===== src/rtl/endaround_add.sv =====
module endaround_add #(
  parameter int K = 8
) (
  input  logic [K-1:0] a_i,
  input  logic [K-1:0] b_i,
  output logic [K-1:0] sum_o
);
  localparam int LVL = $clog2(K);

  logic [K-1:0] gt [LVL+1];
  logic [K-1:0] pt [LVL+1];
  logic [K-1:0] carry, raw, run, bumped;
  logic         inc;

  assign gt[0] = a_i & b_i;
  assign pt[0] = a_i ^ b_i;

  for (genvar lv = 0; lv < LVL; lv++) begin : g_lvl
    localparam int SPAN = 1 << lv;
    for (genvar i = 0; i < K; i++) begin : g_bit
      if (i >= SPAN) begin : g_black
        assign gt[lv+1][i] = gt[lv][i] | (pt[lv][i] & gt[lv][i-SPAN]);
        assign pt[lv+1][i] = pt[lv][i] & pt[lv][i-SPAN];
      end else begin : g_buf
        assign gt[lv+1][i] = gt[lv][i];
        assign pt[lv+1][i] = pt[lv][i];
      end
    end
  end

  assign carry = {gt[LVL][K-2:0], 1'b0};
  assign raw   = pt[0] ^ carry;

  // carry out, or raw sum all ones with nothing generated
  assign inc = gt[LVL][K-1] | pt[LVL][K-1];

  always_comb begin
    run[0] = inc;
    for (int i = 1; i < K; i++) run[i] = run[i-1] & raw[i-1];
  end

  assign bumped = raw ^ run;
  // only both-operands-all-ones reaches all ones here
  assign sum_o  = (&bumped) ? '0 : bumped;
endmodule



===== config.mk =====
export PLATFORM = sky130hd
export DESIGN_NAME = endaround_add
export DESIGN_NICKNAME = d
export VERILOG_FILES = /design/src/rtl/endaround_add.sv
export SDC_FILE = /design/constraint.sdc
export NUM_CORES = 1
export LEC_CHECK = 0
export ABC_AREA = 1
export CAP_MARGIN = 10
export CORE_AREA = 3 3 40 42
export DETAILED_ROUTE_END_ITERATION = 6
export DIE_AREA = 0 0 43 45
export DONT_BUFFER_PORTS = 1
export GPL_TIMING_DRIVEN = 0
export SLEW_MARGIN = 5
export SYNTH_ARGS = -nofsm -noshare
export SYNTH_HDL_FRONTEND = slang
export SYNTH_SLANG_ARGS = --single-unit
export TNS_END_PERCENT = 1

===== constraint.sdc =====
create_clock -name vclk -period 2.9
set_input_delay 0 -clock vclk [all_inputs]
set_output_delay 0 -clock vclk [all_outputs]
set_load 0.005 [all_outputs]

==> impl_metrics.py, run 1 <==
metrics = {
    "outcome": {
        "status": "complete, no violations",
    },
    "grt": {
        "grt_max_degree": 8,
        "gr-total-overflow": 0,
        "track_usage_pct": 9.476,
        "grt_first_pass_wirelength_mm": 1.511,
        "antenna_found_initial": 0,
        "grt_pass1_vias": 429,
    },
    "sta": {
        "fin_crit_ns": 2.647,
        "rsz0062_at_grt": "no",
        "period_share_pct": 91.27,
        "hold_violations": 0,
        "max_slew.worst_pin.slew_ns": 0.1785,
        "holdWs_ns": 0.4190,
        "slew_viol_final": 0,
        "setup_viol": 0,
        "fmax_mhz": 377.8,
        "slew_headroom_pct": 88.09,
        "setup_tns_ns": 0,
    },
    "hold_path": {
        "hold_path_class": "input pin to primary output",
    },
    "pwr": {
        "power.density_nw_per_um2": 238.7,
        "p_leak_nw": 0.3638,
        "ir_drop_uv": 78.99,
    },
    "final_layout": {
        "syn_to_final_growth_pct": 10.11,
        "multi_input_area_um2": 529.3,
        "insertedDiodeCount": 0,
        "fill_cells": 139,
        "seq_cells": 0,
        "drive_gt1_share_pct": 22.62,
        "regArea_um2": 0,
        "clkbuf_count": 0,
        "layout.nets": 118,
    },
    "worst_setup_path": {
        "crit_path_max_fanout": 7,
        "endpoint_kind": "primary output",
        "crit_type": "input pin to primary output",
        "max_stage_delay_ns": 0.22,
        "worst_setup_path_start_kind": "input pin",
        "critPathSlowestCell": "fa_2",
        "cp_cell_sequence": "ha_1 > inv_1 > fa_2 > o21ai_2 > nand2_1 > o2111ai_1 > ha_1 > ha_1 > ha_1 > ha_1 > ha_1 > ha_1 > ha_1 > xor2_2 > inv_2 > nand3_2 > nand3_4 > nand2_1 > inv_1",
        "cpMostUsedCell": "ha_1",
        "required_ns": 2.90,
        "cp.arrival_ns": 2.65,
    },
    "placed_design": {
        "place.detailed.hpwl_um": 892.5,
        "portBuffers": 0,
        "gp_congestion": 0.7342,
    },
    "die": {
        "core_area_um2": 1285,
        "die_area_um2": 1935,
        "io-pin-count": 24,
        "die_h_um": 45,
        "start_util_pct": 44.30,
        "fp-row-count": 13,
        "die_w_um": 43,
    },
    "synth": {
        "syn_inst": 83,
        "synth.most_common_cell": "nand2_1",
        "yosys_warnings": 0,
        "syn-cell-area_um2": 569.3,
        "netlist_top_cells_area": "ha_1, nand2_1, inv_1, nand2_2, xnor2_1",
        "yosysTopAreaCell": "ha_1",
        "yosysSeqAreaShare_pct": 0,
        "synth_fp_nets": 115,
        "synth_top_area_share_pct": 32.97,
        "synth_common_cells": "nand2_1, inv_1, ha_1",
        "syn_area_per_cell_um2": 6.859,
        "yosysUniqueCellTypes": 19,
    },
    "drt": {
        "drt-total-wl_um": 902,
        "dr.first_iter.drc_count": 2,
        "first_pass_iters": 2,
        "routed_via_density": 4.879,
        "wl_per_cell_um": 9.111,
        "vias": 483,
        "drc_errors": 0,
        "ant_nets": 0,
    },
    "flow_run": {
        "drv_cap": 0,
    },
    "cts": {
        "ctsHoldBuffers": 0,
    },
}
[cells in the final DEF (no fill, tap or decap)]
master	netlist	layout
nand2_1	19	19
inv_1	17	17
ha_1	15	14
nand2_2	5	5
a21oi_1	4	3
nor2_1	4	3
xnor2_1	3	3
nand4_1	2	2
a21oi_2	1	2
xor2_1	2	2
inv_2	2	2
nand3_2	1	2
o21ai_2	1	1
o2111ai_1	1	1
nand3_1	2	1
a21oi_4	1	1
xor2_2	1	1
nor2_4	0	1
nand3_4	1	1
fa_2	0	1
ha_4	0	1
buf_4	0	1
[logic make-up after synthesis]
group	synth area share [%]
AO/OA/AOI/OAI	10.99
buffers and inverters	12.53
adder cells (fa/ha/maj)	36.48
AND/OR/NAND/NOR	29.45
XOR/XNOR	10.55
[per-stage QoR]
stage	area (µm²)	worst slack (ns)	util [%]	total power [mW]	cells
after CTS	588.1	0.03507	45.76	0.1441	98
final	626.9	0.2531	48.78	0.1496	99
after global placement	588.1	0.08409	45.76	0.1425	98
after global routing	626.9	0.02818	48.78	0.1730	99
after floorplan	569.3	0.2695	-	0.1215	83
after detailed placement	588.1	0.03887	45.76	0.1433	98
[critical path: cells and delay by family]
kind            cells  cell delay (ns)
fa+ha+maj           9             1.77
simple gates        4             0.34
buf+inv             3             0.20
compound gates      2             0.19
xor+xnor            1             0.16
[timing repair]
action	in CTS	in global routing
buffers inserted	0	1
resized for setup	0	6
endpoints found under the setup margin	0	7
[cell type report]
class	count	share of cell area (%)
inverter	19	11.38
multi-input combinational	64	84.43
tap	15	2.994
timing repair buffer	1	1.198
[report_power, final]
group / switching, mW / internal, mW
Clock: 0 / 0
Sequential: 0 / 0
Combinational: 0.0877 / 0.0619
Total: 0.0877 / 0.0619
[worst paths after layout]
check,cells past startpoint,slack (ns),startpoint,end
hold / removal,4,0.42,b_i[0],sum_o[0]
setup / recovery,19,0.25,a_i[0],sum_o[4]
[metal layers]
| metal | track usage, % | vias to the layer above | part of all wire, % |
|---|---|---|---|
| met1 | 11.51 | 207 | 43 |
| met4 | 0 | 0 | 0 |
| met5 | 0 | - | 0 |
| li1 | - | 266 | - |
| met3 | 0 | 0 | 5.3 |
| met2 | 19.76 | 10 | 52 |
(Power assumes the default switching activity.)
==> run 2: changes to the inputs <==
PLACE_DENSITY = 0.64   (was default)
clock period = 3.2 ns   (was 2.9 ns; I/O delays follow)
==> run 2 against run 1 <==
Against the previous run:
- via count down 0.41%
- largest cell class unchanged
- critical path depth down 2
- first-iteration DRC count rose to 2.5 times the previous value
- worst setup slack better by 0.15 ns
==> impl_metrics.py, run 2 (synthesized netlist as in run 1, its figures left out) <==
metrics = {
    "drt": {
        "drt-total-wl_um": 894,
        "drc_errors": 0,
        "wl_per_cell_um": 9.122,
        "dr.first_iter.drc_count": 5,
        "first_pass_iters": 4,
        "vias": 481,
        "ant_nets": 0,
        "routed_via_density": 4.908,
    },
    "sta": {
        "setup_viol": 0,
        "hold_violations": 0,
        "fin_crit_ns": 2.801,
        "period_share_pct": 87.52,
        "setup_tns_ns": 0,
        "max_slew.worst_pin.slew_ns": 0.2657,
        "fmax_mhz": 357.1,
        "rsz0062_at_grt": "no",
        "slew_viol_final": 0,
        "slew_headroom_pct": 82.22,
        "fin_ws_ns": 0.3994,
    },
    "worst_setup_path": {
        "crit_type": "input pin to primary output",
        "max_stage_delay_ns": 0.33,
        "required_ns": 3.20,
        "crit_family": "adder cells",
        "worst_setup_path_start_kind": "input pin",
        "crit_buf_inv": 1,
        "cp-startpoint": "a_i[3]",
        "endpoint_kind": "primary output",
        "cpMostUsedCell": "ha_1",
        "cp.arrival_ns": 2.80,
        "crit_path_max_fanout": 7,
        "cp_cell_sequence": "ha_1 > a21oi_1 > o21ai_2 > nand2_1 > o2111ai_1 > ha_1 > ha_1 > ha_1 > ha_1 > ha_1 > ha_1 > ha_1 > nand3_1 > nor2_1 > nand3_4 > nand2_1 > inv_1",
        "critPathSlowestCell": "ha_1",
    },
    "final_layout": {
        "layout_common_cells": "nand2_1, inv_1, ha_1",
        "insertedDiodeCount": 0,
        "final_common_cell": "nand2_1",
        "seq_cells": 0,
        "drive_gt1_share_pct": 15.66,
        "clkbuf_count": 0,
        "regArea_um2": 0,
        "syn_to_final_growth_pct": 3.297,
        "multi_input_area_um2": 498.0,
        "fill_cells": 134,
        "layout.nets": 117,
    },
    "die": {
        "start_util_pct": 44.30,
        "die_w_um": 43,
        "fp-row-count": 13,
        "io-pin-count": 24,
        "die_area_um2": 1935,
        "core_area_um2": 1285,
        "die_h_um": 45,
    },
    "pwr": {
        "p_leak_nw": 0.3574,
        "total_power_mw": 0.1259,
        "ir_drop_uv": 65.79,
        "power.density_nw_per_um2": 214.0,
    },
    "placed_design": {
        "place_ws_ns": 0.3748,
        "gp_congestion": 0.6963,
        "portBuffers": 0,
        "place.detailed.hpwl_um": 886.1,
    },
    "grt": {
        "grt_first_pass_wirelength_mm": 1.545,
        "grt_max_degree": 8,
        "track_usage_pct": 9.734,
        "gr-total-overflow": 0,
        "grt_pass1_vias": 418,
        "antenna_found_initial": 0,
    },
    "hold_path": {
        "hold_path_class": "input pin to primary output",
        "worstHoldStart": "b_i[0]",
    },
    "flow_run": {
        "drv_cap": 0,
    },
    "cts": {
        "cts_resized": 0,
        "ctsHoldBuffers": 0,
        "cts_setup_buffers": 0,
    },
    "outcome": {
        "status": "complete, no violations",
    },
}
==> run 2: changes by cell type in the layout (fill, tap and decap cells not counted), sizes merged <==
cell | previous run | this run
buf | 1 | 0
==> run 2: layer usage <==
metal  up-vias  share of wire (%)  global-route usage, %
met2        10                 54                  20.06
met3         0                4.9                      0
met5         -                  0                      0
li1        264                  -                      -
met1       207                 41                  12.02
met4         0                  0                      0
==> run 2: area by class of cell <==
class	count	area share, %
Inverter	19	12.13
Multi-Input combinational cell	64	84.68
Tap cell	15	3.191
==> run 2: path summary, 6_finish.rpt <==
| check | depth (start not counted) | slack [ns] | end |
|---|---|---|---|
| worst min-delay path | 4 | 0.40 | sum_o[0] |
| worst max-delay path | 17 | 0.40 | sum_o[0] |
==> run 2: worst min-delay path, cell delays in order <==
cell	delay, ns
ha_1	0.13
ha_1	0.15
nand2_1	0.06
inv_1	0.06
==> run 2: through the flow <==
stage	std cells	hold WS, ns	utilization, %	cell area [µm²]
5_1_grt	98	0.4690	45.76	588.1
3_3_place_gp	98	0.4071	45.76	588.1
2_1_floorplan	83	0.3546	-	569.3
3_5_place_dp	98	0.4022	45.76	588.1
4_1_cts	98	0.4084	45.76	588.1
6_report	98	0.3984	45.76	588.1
==> run 2: power by group <==
part           switching (mW)  total, mW  internal [mW]  leakage [nW]
registers                   0          0              0             0
logic                  0.0747      0.126         0.0512         0.357
clock network               0          0              0             0
